<file path="config.mk">
export PLATFORM = sky130hd
export DESIGN_NAME = ctc_greedy_decoder
export DESIGN_NICKNAME = d
export VERILOG_FILES = /design/src/rtl/ctc_pkg.sv /design/src/rtl/ctc_col_argmax.sv /design/src/rtl/ctc_collapse.sv /design/src/rtl/ctc_greedy_decoder.sv
export SDC_FILE = /design/constraint.sdc
export NUM_CORES = 1
export LEC_CHECK = 0
export ABC_AREA = 0
export BUFFER_PORTS_ARGS = -buffer_cell sky130_fd_sc_hd__buf_2
export CORE_AREA = 8 8 84 86
export DETAILED_ROUTE_END_ITERATION = 6
export DIE_AREA = 0 0 92 94
export PLACE_DENSITY = 0.74
export SKIP_LAST_GASP = 1
export SLEW_MARGIN = 5
export SYNTH_ARGS = -nofsm -noshare
export SYNTH_HDL_FRONTEND = slang
export SYNTH_SLANG_ARGS = --single-unit
</file>
<file path="constraint.sdc">
create_clock -name clk -period 2.47 [get_ports clk]
set_input_delay 0.1235 -clock clk [delete_from_list [all_inputs] [get_ports clk]]
set_output_delay 0.1235 -clock clk [all_outputs]
set_load 0.02 [all_outputs]
</file>
<file path="src/rtl/ctc_pkg.sv">
package ctc_pkg;
   // Width of a class index; at least one bit.
   function automatic int idx_width(input int classes);
      return (classes > 1) ? $clog2(classes) : 1;
   endfunction
endpackage

</file>
<file path="src/rtl/ctc_col_argmax.sv">
module ctc_col_argmax #(
   parameter int NUM_CLASSES = 110,
   parameter int SCORE_W     = 16,
   parameter int IDX_W       = ctc_pkg::idx_width(NUM_CLASSES)
) (
   input  logic                      clk,
   input  logic                      rst_n,
   input  logic                      in_valid,
   input  logic signed [SCORE_W-1:0] in_score,
   input  logic                      in_last,
   input  logic                      in_eol,
   output logic                      dec_valid,
   output logic [IDX_W-1:0]          dec_idx,
   output logic                      dec_eol
);
   logic [IDX_W-1:0]          pos_q;
   logic [IDX_W-1:0]          best_idx_q;
   logic signed [SCORE_W-1:0] best_q;
   logic                      have_q;
   logic                      take;
   logic [IDX_W-1:0]          cand_idx;

   // strictly greater: an equal later score never displaces an earlier one
   always_comb begin
      take     = in_valid && (!have_q || (in_score > best_q));
      cand_idx = take ? pos_q : best_idx_q;
   end

   always_ff @(posedge clk or negedge rst_n) begin
      if (!rst_n) begin
         pos_q      <= '0;
         best_idx_q <= '0;
         best_q     <= '0;
         have_q     <= 1'b0;
         dec_valid  <= 1'b0;
         dec_idx    <= '0;
         dec_eol    <= 1'b0;
      end else begin
         dec_valid <= in_valid && in_last;
         dec_eol   <= in_eol;
         if (in_valid && in_last) begin
            dec_idx <= cand_idx;
         end
         if (in_valid) begin
            if (in_last) begin
               pos_q  <= '0;
               have_q <= 1'b0;
            end else begin
               pos_q  <= pos_q + 1'b1;
               have_q <= 1'b1;
               if (take) begin
                  best_q     <= in_score;
                  best_idx_q <= pos_q;
               end
            end
         end
      end
   end
endmodule

</file>
<file path="src/rtl/ctc_collapse.sv">
module ctc_collapse #(
   parameter int NUM_CLASSES = 110,
   parameter int IDX_W       = ctc_pkg::idx_width(NUM_CLASSES)
) (
   input  logic             clk,
   input  logic             rst_n,
   input  logic             dec_valid,
   input  logic [IDX_W-1:0] dec_idx,
   input  logic             dec_eol,
   output logic             out_valid,
   output logic [IDX_W-1:0] out_label,
   output logic             line_done
);
   localparam logic [IDX_W-1:0] BLANK_IDX = IDX_W'(NUM_CLASSES - 1);

   logic             prev_live_q;
   logic [IDX_W-1:0] prev_idx_q;
   logic             is_blank;
   logic             emit;

   always_comb begin
      is_blank = (dec_idx == BLANK_IDX);
      emit     = dec_valid && !is_blank && !(prev_live_q && (prev_idx_q == dec_idx));
   end

   always_ff @(posedge clk or negedge rst_n) begin
      if (!rst_n) begin
         prev_live_q <= 1'b0;
         prev_idx_q  <= '0;
         out_valid   <= 1'b0;
         out_label   <= '0;
         line_done   <= 1'b0;
      end else begin
         out_valid <= emit;
         line_done <= dec_eol;
         if (emit) begin
            out_label <= dec_idx;
         end
         // column is judged first; end-of-line then wipes the chain
         if (dec_eol) begin
            prev_live_q <= 1'b0;
         end else if (dec_valid) begin
            prev_live_q <= !is_blank;
            prev_idx_q  <= dec_idx;
         end
      end
   end
endmodule

</file>
<file path="src/rtl/ctc_greedy_decoder.sv">
module ctc_greedy_decoder #(
   parameter int NUM_CLASSES = 110,
   parameter int SCORE_W     = 16,
   localparam int IDX_W      = ctc_pkg::idx_width(NUM_CLASSES)
) (
   input  logic                      clk,
   input  logic                      rst_n,
   input  logic                      score_valid,
   input  logic signed [SCORE_W-1:0] score,
   input  logic                      score_last,
   input  logic                      line_end,
   output logic                      out_valid,
   output logic [IDX_W-1:0]          out_label,
   output logic                      line_done
);
   generate
      if (NUM_CLASSES < 2) begin : g_bad_classes
         $error("NUM_CLASSES must be at least 2 (one label plus blank)");
      end
      if (SCORE_W < 2) begin : g_bad_width
         $error("SCORE_W must be at least 2");
      end
   endgenerate

   logic             dec_valid;
   logic [IDX_W-1:0] dec_idx;
   logic             dec_eol;

   ctc_col_argmax #(
      .NUM_CLASSES(NUM_CLASSES),
      .SCORE_W    (SCORE_W),
      .IDX_W      (IDX_W)
   ) u_argmax (
      .clk      (clk),
      .rst_n    (rst_n),
      .in_valid (score_valid),
      .in_score (score),
      .in_last  (score_last),
      .in_eol   (line_end),
      .dec_valid(dec_valid),
      .dec_idx  (dec_idx),
      .dec_eol  (dec_eol)
   );

   ctc_collapse #(
      .NUM_CLASSES(NUM_CLASSES),
      .IDX_W      (IDX_W)
   ) u_collapse (
      .clk      (clk),
      .rst_n    (rst_n),
      .dec_valid(dec_valid),
      .dec_idx  (dec_idx),
      .dec_eol  (dec_eol),
      .out_valid(out_valid),
      .out_label(out_label),
      .line_done(line_done)
   );
endmodule

</file>
==> run summary, run 1 <==
final setup vio count -> 23
#FFs+latches synth -> 57
CTS tree -> done
CP max-delay cell -> or4_4
largest net degree at the start of global routing -> 26
prevailing post-synth register cell -> dfrtp_1
Ys Warns -> 0
critical path cell sequence -> inv_2 > ha_4 > nand4_4 > or3_4 > nor4_4 > nor3_4 > or4_4 > clkbuf_16 > mux2_4
cells after synthesis -> 256
worst r2r path cells -> 9
CTS root buffer -> clkbuf_8
Hold WS -> 37.5 ps
Min-Delay Path Class -> in -> reg
outcome -> complete, but fails checks
Critical Path AT -> 2870 ps
CP peak stage delay -> 490 ps
post-DP HPWL -> 4.19 mm
Starting Density -> 51.1%
Buffers & Inverters on Critical Path -> 2
fillcell total -> 471
Slew headroom -> 59.0%
Register Area -> 0.00143 mm2
io pins -> 30
# Max-Cap Violations -> 0
H-tree levels -> 3
Max Slew Vio Count -> 0
crit share post-route -> 107%
Post-Route WL -> 5.99 mm
DR WL/cell -> 15.1 um
worst-margin pin slew -> 614 ps
sequential share of the synthesized area -> 48.6%
worst reg2reg setup slack -> -180 ps
CP startpoint kind -> register
Core Footprint -> 0.00575 mm2
share of flip-flops with an asynchronous set or reset -> 100%
initial antenna violation count -> 0
GR Util All Layers -> 14.8%
leakage -> 1.83 nW
die width -> 92 um
Clk Latency, worst-skew pair -> 330 ps
Final nets -> 354
hold_sp -> score[0]
Crit path required time -> 2690 ps
CP Class -> reg -> reg
RSZ-0062 raised after global routing -> yes
reg2reg end -> u_argmax.best_q[9]
ANT nets after route -> 0
drt pass-1 iters -> 4
Post-Syn Nets -> 294
area of the multi-input gates -> 0.00148 mm2
failing checks -> negative setup slack
PwrDens -> 905 mW/mm2
DRC errors left -> 0
Worst Path Max Fanout -> 7
Fmax achieved -> 377 MHz
Syn Area/Cell -> 11.5 um2
final global-route overflow total -> 0
Post-synth EDFFs -> 0
Clk pin slew, worst setup/hold paths -> 80 ps
vias in the first global route -> 2171
DR vias -> 2074
clock tree buffer depth -> 2
hold path cells -> 2
Peak VDD IR -> 0.424 mV
Worst Setup Slack, final -> -179 ps
Hold Violations, Final -> 0
clock buffer count from CTS -> 9
PortBufs -> 29
Layout Skew -> 13.9 ps
initial drt markers -> 69
clk sinks -> 57
n_diodes -> 0
Via density -> 5.24
layout cell share with drive strength beyond 1 -> 38.6%
first-pass GRT wire length -> 10.2 mm
Worst path top cell family by delay -> simple AND/OR/NAND/NOR gates
setup TNS -> -3550 ps
post-layout min period -> 2650 ps
row cnt -> 28
die area -> 0.00865 mm2
reg2reg start -> u_argmax.best_q[12]
Synth cell types -> 39
Hold Path End -> u_argmax.best_q[0]
Setup crit end kind -> register
Synth Cell Area -> 0.00294 mm2
die height -> 94 um
final RePlAce weighted congestion -> 0.831
Layout area overhead -> 25.5%
report_power, final:
part / internal [mW] / switching [mW] / leakage (nW)
combinational: 0.615 / 0.501 / 1.02
clock: 0.563 / 0.375 / 0.106
sequential: 1.14 / 0.147 / 0.706
total: 2.32 / 1.02 / 1.83
worst max-delay path by stage:
stage                     slack, ps           startpoint  depth (start not counted)                     end
after CTS                      -130  u_argmax.best_q[13]                          9     u_argmax.best_q[13]
after global routing           -250  u_argmax.best_q[12]                          9      u_argmax.best_q[9]
after floorplan                -110  u_argmax.best_q[15]                         10  u_argmax.best_idx_q[2]
after global placement          -60  u_argmax.best_q[13]                          9     u_argmax.best_q[12]
final                          -180  u_argmax.best_q[12]                          9      u_argmax.best_q[9]
after detailed placement       -130  u_argmax.best_q[13]                          9      u_argmax.best_q[3]
registers in the layout, indices dropped and copies added, names as in the netlist:
| signal | cells |
|---|---|
| u_argmax.best_idx_q | 7 |
| u_argmax.best_q | 16 |
| u_collapse.prev_live_q | 1 |
| u_argmax.dec_eol | 1 |
| u_argmax.dec_idx | 7 |
| u_argmax.have_q | 1 |
| u_collapse.line_done | 1 |
| u_argmax.dec_valid | 1 |
| u_collapse.out_valid | 1 |
| u_collapse.prev_idx_q | 7 |
| u_collapse.out_label | 7 |
| u_argmax.pos_q | 7 |
Yosys cell counts (2+ instances only):
library cell / n / area [um2]
nor2_1: 16 / 60.1
ha_1: 17 / 213
nor4_1: 2 / 12.5
buf_12: 2 / 40.0
o21ai_0: 6 / 30.0
o31ai_1: 7 / 52.6
nand2b_1: 4 / 25.0
nand4_1: 11 / 68.8
dfrtp_1: 57 / 1430
mux2_2: 11 / 124
clkbuf_1: 5 / 18.8
nand2_1: 30 / 113
xor2_1: 9 / 78.8
and3_1: 3 / 18.8
inv_1: 19 / 71.3
a31oi_1: 7 / 43.8
nand3b_1: 2 / 15.0
mux2_4: 20 / 300
a21oi_1: 8 / 40.0
what timing repair did:
item	in CTS	in global routing
hold buffers	2	0
setup endpoints to repair	23	30
setup buffers	5	5
endpoints found under the hold margin	24	0
cloned	0	1
gates resized for setup	3	7
layer usage:
metal,GRT usage [%],share of wire (%),vias up
met1,17.4,46,1001
met4,6.17,1.7,0
li1,-,-,1021
met5,0,0,-
met2,24.7,49,43
met3,4.40,3.1,9
through the flow:
step	total power, mW	worst slack (ps)	utilization, %	std cells	area [um2]
finish	3.34	-179	64.2	396	3690
global route	3.56	-247	64.2	396	3690
global placement	2.24	-57.8	57.5	367	3300
detailed placement	2.28	-126	57.5	367	3300
floorplan	1.99	-107	-	256	3010
CTS	3.29	-133	62.4	390	3590
area by class of cell:
cell class | count | area share (%)
clock inverters | 6 | 2.24
flip-flops and latches | 57 | 38.7
inverters | 20 | 2.04
repair buffers | 58 | 11.0
well taps | 75 | 2.54
multi-input cells | 170 | 40.0
clock buffers | 10 | 3.46
cells by family (layout without fill, tap and decap cells):
logic type	after synthesis	in the layout	synth area share, %
AOI/OAI and AO/OA	34	34	7.50
adders and majority gates	17	17	7.24
muxes	31	31	14.4
and+or+nand+nor	78	78	14.2
buffers and inverters	29	94	5.07
DFF	57	57	48.6
xor gates and xnor gates	10	10	2.98
cell usage in the layout, fill, tap and decap left out, types with 2 or more instances in the layout:
master and count:
a31oi_1 7, o31ai_1 6, inv_1 15, nand2_1 29, nor4_1 2, buf_4 23
nand2b_1 4, dlygate4sd3_1 2, inv_2 4, nand4_1 11, buf_6 2, ha_1 10
clkinv_2 3, a21oi_1 8, clkbuf_8 9, xor2_1 9, and3_1 3, nor2_1 16
o21ai_0 4, bufinv_16 2, ha_4 7, dfrtp_1 57, mux2_4 20, mux2_2 11
nand3b_1 2, buf_2 29
(Power assumes the default switching activity.)
==> run 2, diff against run 1 <==
--- a/config.mk
+++ b/config.mk
@@ -7,10 +7,10 @@
 export LEC_CHECK = 0
 export ABC_AREA = 0
 export BUFFER_PORTS_ARGS = -buffer_cell sky130_fd_sc_hd__buf_2
-export CORE_AREA = 8 8 84 86
+export CORE_AREA = 8 8 78 80
 export DETAILED_ROUTE_END_ITERATION = 6
-export DIE_AREA = 0 0 92 94
-export PLACE_DENSITY = 0.74
+export DIE_AREA = 0 0 86 88
+export PLACE_DENSITY = 0.82
 export SKIP_LAST_GASP = 1
 export SLEW_MARGIN = 5
 export SYNTH_ARGS = -nofsm -noshare
==> constraint.sdc (replaced) <==
create_clock -name clk -period 3.26 [get_ports clk]
set_input_delay 0.163 -clock clk [delete_from_list [all_inputs] [get_ports clk]]
set_output_delay 0.163 -clock clk [all_outputs]
set_load 0.02 [all_outputs]
==> run summary, run 2 (synthesized netlist as in run 1, its figures left out) <==
Net Sw Power -> 0.715 mW (was 1.02 mW)
Slew headroom -> 58.6% (was 59.0%)
Peak VDD IR -> 0.379 mV (was 0.424 mV)
postcts setup bufs -> 0 (was 5)
Layout area overhead -> 14.9% (was 25.5%)
fin area -> 0.00337 mm2 (was 0.00369 mm2)
crit share post-route -> 88.5% (was 107%)
Via density -> 5.38 (was 5.24)
RSZ-0062 raised after global routing -> no (was yes)
number of flip-flops in the largest register -> 16 (unchanged)
reg2reg start -> u_argmax.best_q[13] (was u_argmax.best_q[12])
Critical Path Sink -> u_argmax.best_q[2] (was u_argmax.best_q[9])
layout cell share with drive strength beyond 1 -> 29.1% (was 38.6%)
initial antenna violation count -> 0 (unchanged)
die height -> 88 um (was 94 um)
Largest Register -> u_argmax.best_q (unchanged)
Fmax achieved -> 347 MHz (was 377 MHz)
worst reg2reg setup slack -> 380 ps (was -180 ps)
first-pass GRT wire length -> 9.34 mm (was 10.2 mm)
Critical Path AT -> 3100 ps (was 2870 ps)
setup TNS -> 0 ps (was -3550 ps)
Pint -> 1.69 mW (was 2.32 mW)
n_diodes -> 0 (unchanged)
most common cell after layout, fill and taps aside -> dfrtp_1 (unchanged)
dpl ws -> 373 ps (was -126 ps)
# Max-Cap Violations -> 0 (unchanged)
clock buffer count from CTS -> 9 (unchanged)
CTS resizes -> 0 (was 3)
Starting Density -> 59.8% (was 51.1%)
Seq pwr share -> 40.4% (was 38.5%)
Comb power frac -> 26.4% (was 33.4%)
PwrDens -> 712 mW/mm2 (was 905 mW/mm2)
CTS root buffer -> clkbuf_8 (unchanged)
final RePlAce weighted congestion -> 0.921 (was 0.831)
Min-Delay Path Class -> in -> reg (unchanged)
Max Slew Vio Count -> 0 (unchanged)
Layout Skew -> 9.43 ps (was 13.9 ps)
Worst Path Max Fanout -> 23 (was 7)
CP Class -> reg -> reg (unchanged)
io pins -> 30 (unchanged)
largest net degree at the start of global routing -> 36 (was 26)
drt pass-1 iters -> 4 (unchanged)
die area -> 0.00757 mm2 (was 0.00865 mm2)
Worst Setup SP -> u_argmax.best_q[13] (was u_argmax.best_q[12])
area of the multi-input gates -> 0.00136 mm2 (was 0.00148 mm2)
Post-DP Area -> 0.00311 mm2 (was 0.00330 mm2)
clock tree buffer depth -> 2 (unchanged)
Setup crit end kind -> register (unchanged)
DR WL/cell -> 14.9 um (was 15.1 um)
outcome -> finished, final reports clean (was complete, but fails checks)
leakage -> 1.72 nW (was 1.83 nW)
post-DP HPWL -> 3.90 mm (was 4.19 mm)
PortBufs -> 29 (unchanged)
CP startpoint kind -> register (unchanged)
row cnt -> 26 (was 28)
final global-route overflow total -> 0 (unchanged)
GR Util All Layers -> 15.9% (was 14.8%)
Post-Route WL -> 5.46 mm (was 5.99 mm)
ANT nets after route -> 0 (unchanged)
final setup vio count -> 0 (was 23)
Core Footprint -> 0.00491 mm2 (was 0.00575 mm2)
Clk Latency, worst-skew pair -> 330 ps (about the same)
DR vias -> 1969 (was 2074)
clock network fraction of total power -> 33.2% (was 28.1%)
Worst Setup Slack, final -> 376 ps (was -179 ps)
worst-margin pin slew -> 622 ps (was 614 ps)
Crit path required time -> 3470 ps (was 2690 ps)
vias in the first global route -> 2020 (was 2171)
CTS tree -> done (unchanged)
die width -> 86 um (was 92 um)
worst r2r path cells -> 8 (was 9)
Clk pin slew, worst setup/hold paths -> 70 ps (was 80 ps)
post-layout min period -> 2880 ps (was 2650 ps)
Register Area -> 0.00143 mm2 (unchanged)
Hold Violations, Final -> 0 (unchanged)
reg2reg end -> u_argmax.best_q[2] (was u_argmax.best_q[9])
DRC errors left -> 0 (unchanged)
net switching fraction of the power -> 29.7% (was 30.7%)
commonest cells after routing, fill and taps aside -> dfrtp_1, nand2_1, buf_2, mux2_4, inv_1 (was dfrtp_1, nand2_1, buf_2, buf_4, mux2_4)
fillcell total -> 369 (was 471)
Final nets -> 329 (was 354)
clk sinks -> 57 (unchanged)
H-tree levels -> 3 (unchanged)
initial drt markers -> 81 (was 69)
==> run 2: cell type report <==
cell class	count	share of cell area, %
clock buffer	9	3.67
clock inverter	7	3.52
inverter	20	2.22
multi-input combinational	170	40.4
sequential	57	42.3
tap	70	2.60
timing repair buffer	33	5.34
==> run 2: timing repair <==
item / CTS / global route
hold buffers: 2 / 0
endpoints found under the setup margin: 0 / 0
hold endpoints to repair: 23 / 0
==> run 2: per-stage QoR <==
stage	util, %	hold WS, ps	cells	power [mW]
6_report	68.7	83.7	366	2.40
5_1_grt	68.7	70.8	366	2.54
4_1_cts	68.7	67.5	366	2.42
3_5_place_dp	63.3	173	348	1.61
3_3_place_gp	63.3	163	348	1.58
2_1_floorplan	-	-133	256	1.46
==> run 2: power by group through the flow <==
| stage | registers, mW | clock network (mW) | logic, mW |
|---|---|---|---|
| 2_1_floorplan | 0.973 | 0 | 0.488 |
| 3_3_place_gp | 0.975 | 0 | 0.604 |
| 3_5_place_dp | 0.980 | 0 | 0.630 |
| 4_1_cts | 0.970 | 0.814 | 0.639 |
| 5_1_grt | 0.990 | 0.844 | 0.711 |
| 6_report | 0.972 | 0.797 | 0.634 |
==> run 2: critical path, stage by stage, from the launching register on <==
cell and delay (ps):
dfrtp_1 350, inv_1 50, ha_1 310, nand4_2 150, or3_4 410, nor4_4 320
nor3_2 140, or4_4 670, mux2_4 370
==> run 2: worst min path at each step <==
stage                          start                endpoint  slack (ps)  cells past startpoint
after global placement         rst_n      u_argmax.best_q[8]         160                      1
after global routing        score[6]      u_argmax.best_q[6]          70                      2
after CTS                 score_last       u_argmax.pos_q[1]          70                      2
after detailed placement       rst_n      u_argmax.best_q[8]         170                      1
after floorplan                rst_n  u_argmax.best_idx_q[0]        -130                      0
final                      score[11]     u_argmax.best_q[11]          80                      2
==> run 2: per-layer routing <==
metal  up-vias  wire length, um  track usage (%)  share of wire (%)
li1        972                -                -                  -
met1       947             2490             19.1                 46
met2        41             2610             25.7                 48
met3         9              258             3.85                4.7
met4         0              103             8.60                1.9
met5         -                0                0                  0
==> run 3, diff against run 2 <==
--- a/config.mk
+++ b/config.mk
@@ -7,10 +7,11 @@
 export LEC_CHECK = 0
 export ABC_AREA = 0
 export BUFFER_PORTS_ARGS = -buffer_cell sky130_fd_sc_hd__buf_2
-export CORE_AREA = 8 8 78 80
+export CORE_AREA = 8 8 83 85
+export CTS_BUF_LIST = sky130_fd_sc_hd__clkbuf_4 sky130_fd_sc_hd__clkbuf_8
 export DETAILED_ROUTE_END_ITERATION = 6
-export DIE_AREA = 0 0 86 88
-export PLACE_DENSITY = 0.82
+export DIE_AREA = 0 0 91 93
+export PLACE_DENSITY = 0.76
 export SKIP_LAST_GASP = 1
 export SLEW_MARGIN = 5
 export SYNTH_ARGS = -nofsm -noshare
==> constraint.sdc (replaced) <==
create_clock -name clk -period 2.55 [get_ports clk]
set_input_delay 0.1275 -clock clk [delete_from_list [all_inputs] [get_ports clk]]
set_output_delay 0.1275 -clock clk [all_outputs]
set_load 0.02 [all_outputs]
==> run summary, run 3 (synthesized netlist as in run 1, its figures left out) <==
H-tree levels -> 3 (unchanged)
Net Sw Power -> 0.967 mW (was 0.715 mW)
CP startpoint kind -> register (unchanged)
# Max-Cap Violations -> 0 (unchanged)
RSZ-0062 raised after global routing -> yes (was no)
most common cell after layout, fill and taps aside -> dfrtp_1 (unchanged)
Via density -> 5.25 (was 5.38)
Clk Latency, worst-skew pair -> 330 ps (about the same)
Seq pwr share -> 39.0% (was 40.4%)
ANT nets after route -> 0 (unchanged)
vias in the first global route -> 2081 (was 2020)
GR Util All Layers -> 14.3% (was 15.9%)
first-pass GRT wire length -> 9.71 mm (was 9.34 mm)
initial antenna violation count -> 0 (unchanged)
Starting Density -> 51.8% (was 59.8%)
Core Footprint -> 0.00568 mm2 (was 0.00491 mm2)
Fmax achieved -> 378 MHz (was 347 MHz)
worst reg2reg setup slack -> -90 ps (was 380 ps)
CP max-delay cell -> or4_4 (unchanged)
dpl ws -> -42.3 ps (was 373 ps)
wire length on met3 -> 214 um (was 258 um)
Buffers & Inverters on Critical Path -> 2 (was 1)
Largest Register -> u_argmax.best_q (unchanged)
Max Slew Vio Count -> 0 (unchanged)
clock buffer count from CTS -> 9 (unchanged)
die area -> 0.00846 mm2 (was 0.00757 mm2)
Clk pin slew, worst setup/hold paths -> 60 ps (was 70 ps)
Peak VDD IR -> 0.417 mV (was 0.379 mV)
Min-Delay Path Class -> in -> reg (unchanged)
DR WL/cell -> 15.3 um (was 14.9 um)
die height -> 93 um (was 88 um)
outcome -> complete, but fails checks (was finished, final reports clean)
die width -> 91 um (was 86 um)
Worst Path Max Fanout -> 16 (was 23)
fillcell total -> 452 (was 369)
Layout Skew -> 5.86 ps (was 9.43 ps)
clk sinks -> 57 (unchanged)
leakage -> 1.78 nW (was 1.72 nW)
failing checks -> negative setup slack
layout cell share with drive strength beyond 1 -> 35.8% (was 29.1%)
critical path cell sequence -> inv_2 > ha_4 > nand4_4 > or3_4 > nor4_4 > nor3_4 > or4_4 > buf_12 > mux2_4 (was inv_1 > ha_1 > nand4_2 > or3_4 > nor4_4 > nor3_2 > or4_4 > mux2_4)
CP Class -> reg -> reg (unchanged)
DR vias -> 2020 (was 1969)
Worst path top cell family by delay -> simple AND/OR/NAND/NOR gates (unchanged)
final setup vio count -> 23 (was 0)
final core occ -> 63.1% (was 68.7%)
clock tree buffer depth -> 2 (unchanged)
PortBufs -> 29 (unchanged)
worst-margin pin slew -> 652 ps (was 622 ps)
reg2reg end -> u_argmax.best_q[14] (was u_argmax.best_q[2])
DR WL met2 -> 2.82 mm (was 2.61 mm)
clock network fraction of total power -> 29.7% (was 33.2%)
hold_sp -> score[5] (was score[11])
initial drt markers -> 70 (was 81)
post-layout min period -> 2640 ps (was 2880 ps)
CTS tree -> done (unchanged)
WP depth -> 9 (was 8)
number of flip-flops in the largest register -> 16 (unchanged)
worst r2r path cells -> 9 (was 8)
CTS root buffer -> clkbuf_8 (unchanged)
Top Metal Used -> met4 (unchanged)
hold path cells -> 2 (unchanged)
Critical Path AT -> 2860 ps (was 3100 ps)
WL met1 -> 2.71 mm (was 2.49 mm)
Final Power -> 3.19 mW (was 2.40 mW)
Final nets -> 343 (was 329)
n_diodes -> 0 (unchanged)
Setup crit end kind -> register (unchanged)
final global-route overflow total -> 0 (unchanged)
Crit path required time -> 2770 ps (was 3470 ps)
Comb power frac -> 31.3% (was 26.4%)
row cnt -> 28 (was 26)
Hold WS -> 43.0 ps (was 83.7 ps)
commonest cells after routing, fill and taps aside -> dfrtp_1, nand2_1, buf_2, mux2_4, inv_1 (unchanged)
Layout area overhead -> 21.9% (was 14.9%)
Hold Violations, Final -> 0 (unchanged)
Pint -> 2.22 mW (was 1.69 mW)
Worst Setup Slack, final -> -93.9 ps (was 376 ps)
largest net degree at the start of global routing -> 24 (was 36)
final RePlAce weighted congestion -> 0.799 (was 0.921)
crit share post-route -> 104% (was 88.5%)
post-DP HPWL -> 4.18 mm (was 3.90 mm)
CP peak stage delay -> 470 ps (was 670 ps)
PwrDens -> 889 mW/mm2 (was 712 mW/mm2)
reg2reg start -> u_argmax.best_q[13] (unchanged)
io pins -> 30 (unchanged)
Post-Route WL -> 5.88 mm (was 5.46 mm)
Slew headroom -> 56.5% (was 58.6%)
Hold Path End -> u_argmax.best_q[5] (was u_argmax.best_q[11])
net switching fraction of the power -> 30.4% (was 29.7%)
drt pass-1 iters -> 4 (unchanged)
DRC errors left -> 0 (unchanged)
==> run 3: cell types whose count changed in the layout (fill, tap and decap cells not counted), moves of 2 or more <==
cell,previous run,this run
clkinvlp_4,2,0
o31ai_1,7,5
buf_6,0,2
buf_4,2,13
ha_1,17,12
o21ai_1,0,2
inv_2,0,2
o31ai_2,0,2
ha_4,0,5
o21ai_0,6,4
inv_1,19,17
==> run 3: worst max-delay path by stage <==
stage                              to                start
4_1_cts           u_argmax.best_q[14]  u_argmax.best_q[13]
6_report          u_argmax.best_q[14]  u_argmax.best_q[13]
5_1_grt           u_argmax.best_q[14]  u_argmax.best_q[13]
3_5_place_dp       u_argmax.best_q[9]  u_argmax.best_q[13]
3_3_place_gp       u_argmax.best_q[2]  u_argmax.best_q[13]
2_1_floorplan  u_argmax.best_idx_q[2]  u_argmax.best_q[15]
==> run 3: worst register-to-register path, stage by stage, from the launching register on <==
cell     delay (ps)
dfrtp_1         380
inv_2            50
ha_4            280
nand4_4         130
or3_4           370
nor4_4          300
nor3_4           60
or4_4           470
buf_12          190
mux2_4          300
==> run 3: routing by layer <==
metal / global-route usage, % / vias up
met5: 0 / -
met4: 8.05 / 0
met3: 3.85 / 10
met2: 23.1 / 43
met1: 17.0 / 967
li1: - / 1000
==> run 3: per-stage QoR <==
| stage | std cells | area, um2 | setup TNS (ps) |
|---|---|---|---|
| after floorplan | 256 | 3010 | -545 |
| after global placement | 363 | 3270 | 0 |
| after detailed placement | 363 | 3270 | -673 |
| after CTS | 383 | 3540 | -1500 |
| after global routing | 385 | 3580 | -3310 |
| final | 385 | 3580 | -1700 |
==> run 3: cell type report <==
| type | instances | area [um2] | area share (%) |
|---|---|---|---|
| sequential | 57 | 1430 | 39.8 |
| timing repair buffer | 47 | 305 | 8.53 |
| clock inverter | 5 | 78.8 | 2.20 |
| tap | 75 | 93.8 | 2.62 |
| clock buffer | 11 | 145 | 4.05 |
| inverter | 20 | 75.1 | 2.10 |
| multi-input combinational | 170 | 1460 | 40.7 |
==> run 3: what timing repair did <==
| item | in CTS | in global routing |
|---|---|---|
| endpoints found under the hold margin | 22 | 0 |
| pin swaps | 0 | 0 |
| resized for setup | 1 | 6 |
| hold buffers | 2 | 0 |
| buffers inserted | 2 | 2 |
| endpoints found under the setup margin | 23 | 30 |
==> run 3: power groups by stage <==
stage	registers (mW)	clock network (mW)	logic, mW
final	1.24	0.947	0.995
after global routing	1.26	0.996	1.11
after CTS	1.24	0.961	0.964
after detailed placement	1.25	0	0.935
after global placement	1.24	0	0.899
after floorplan	1.25	0	0.686
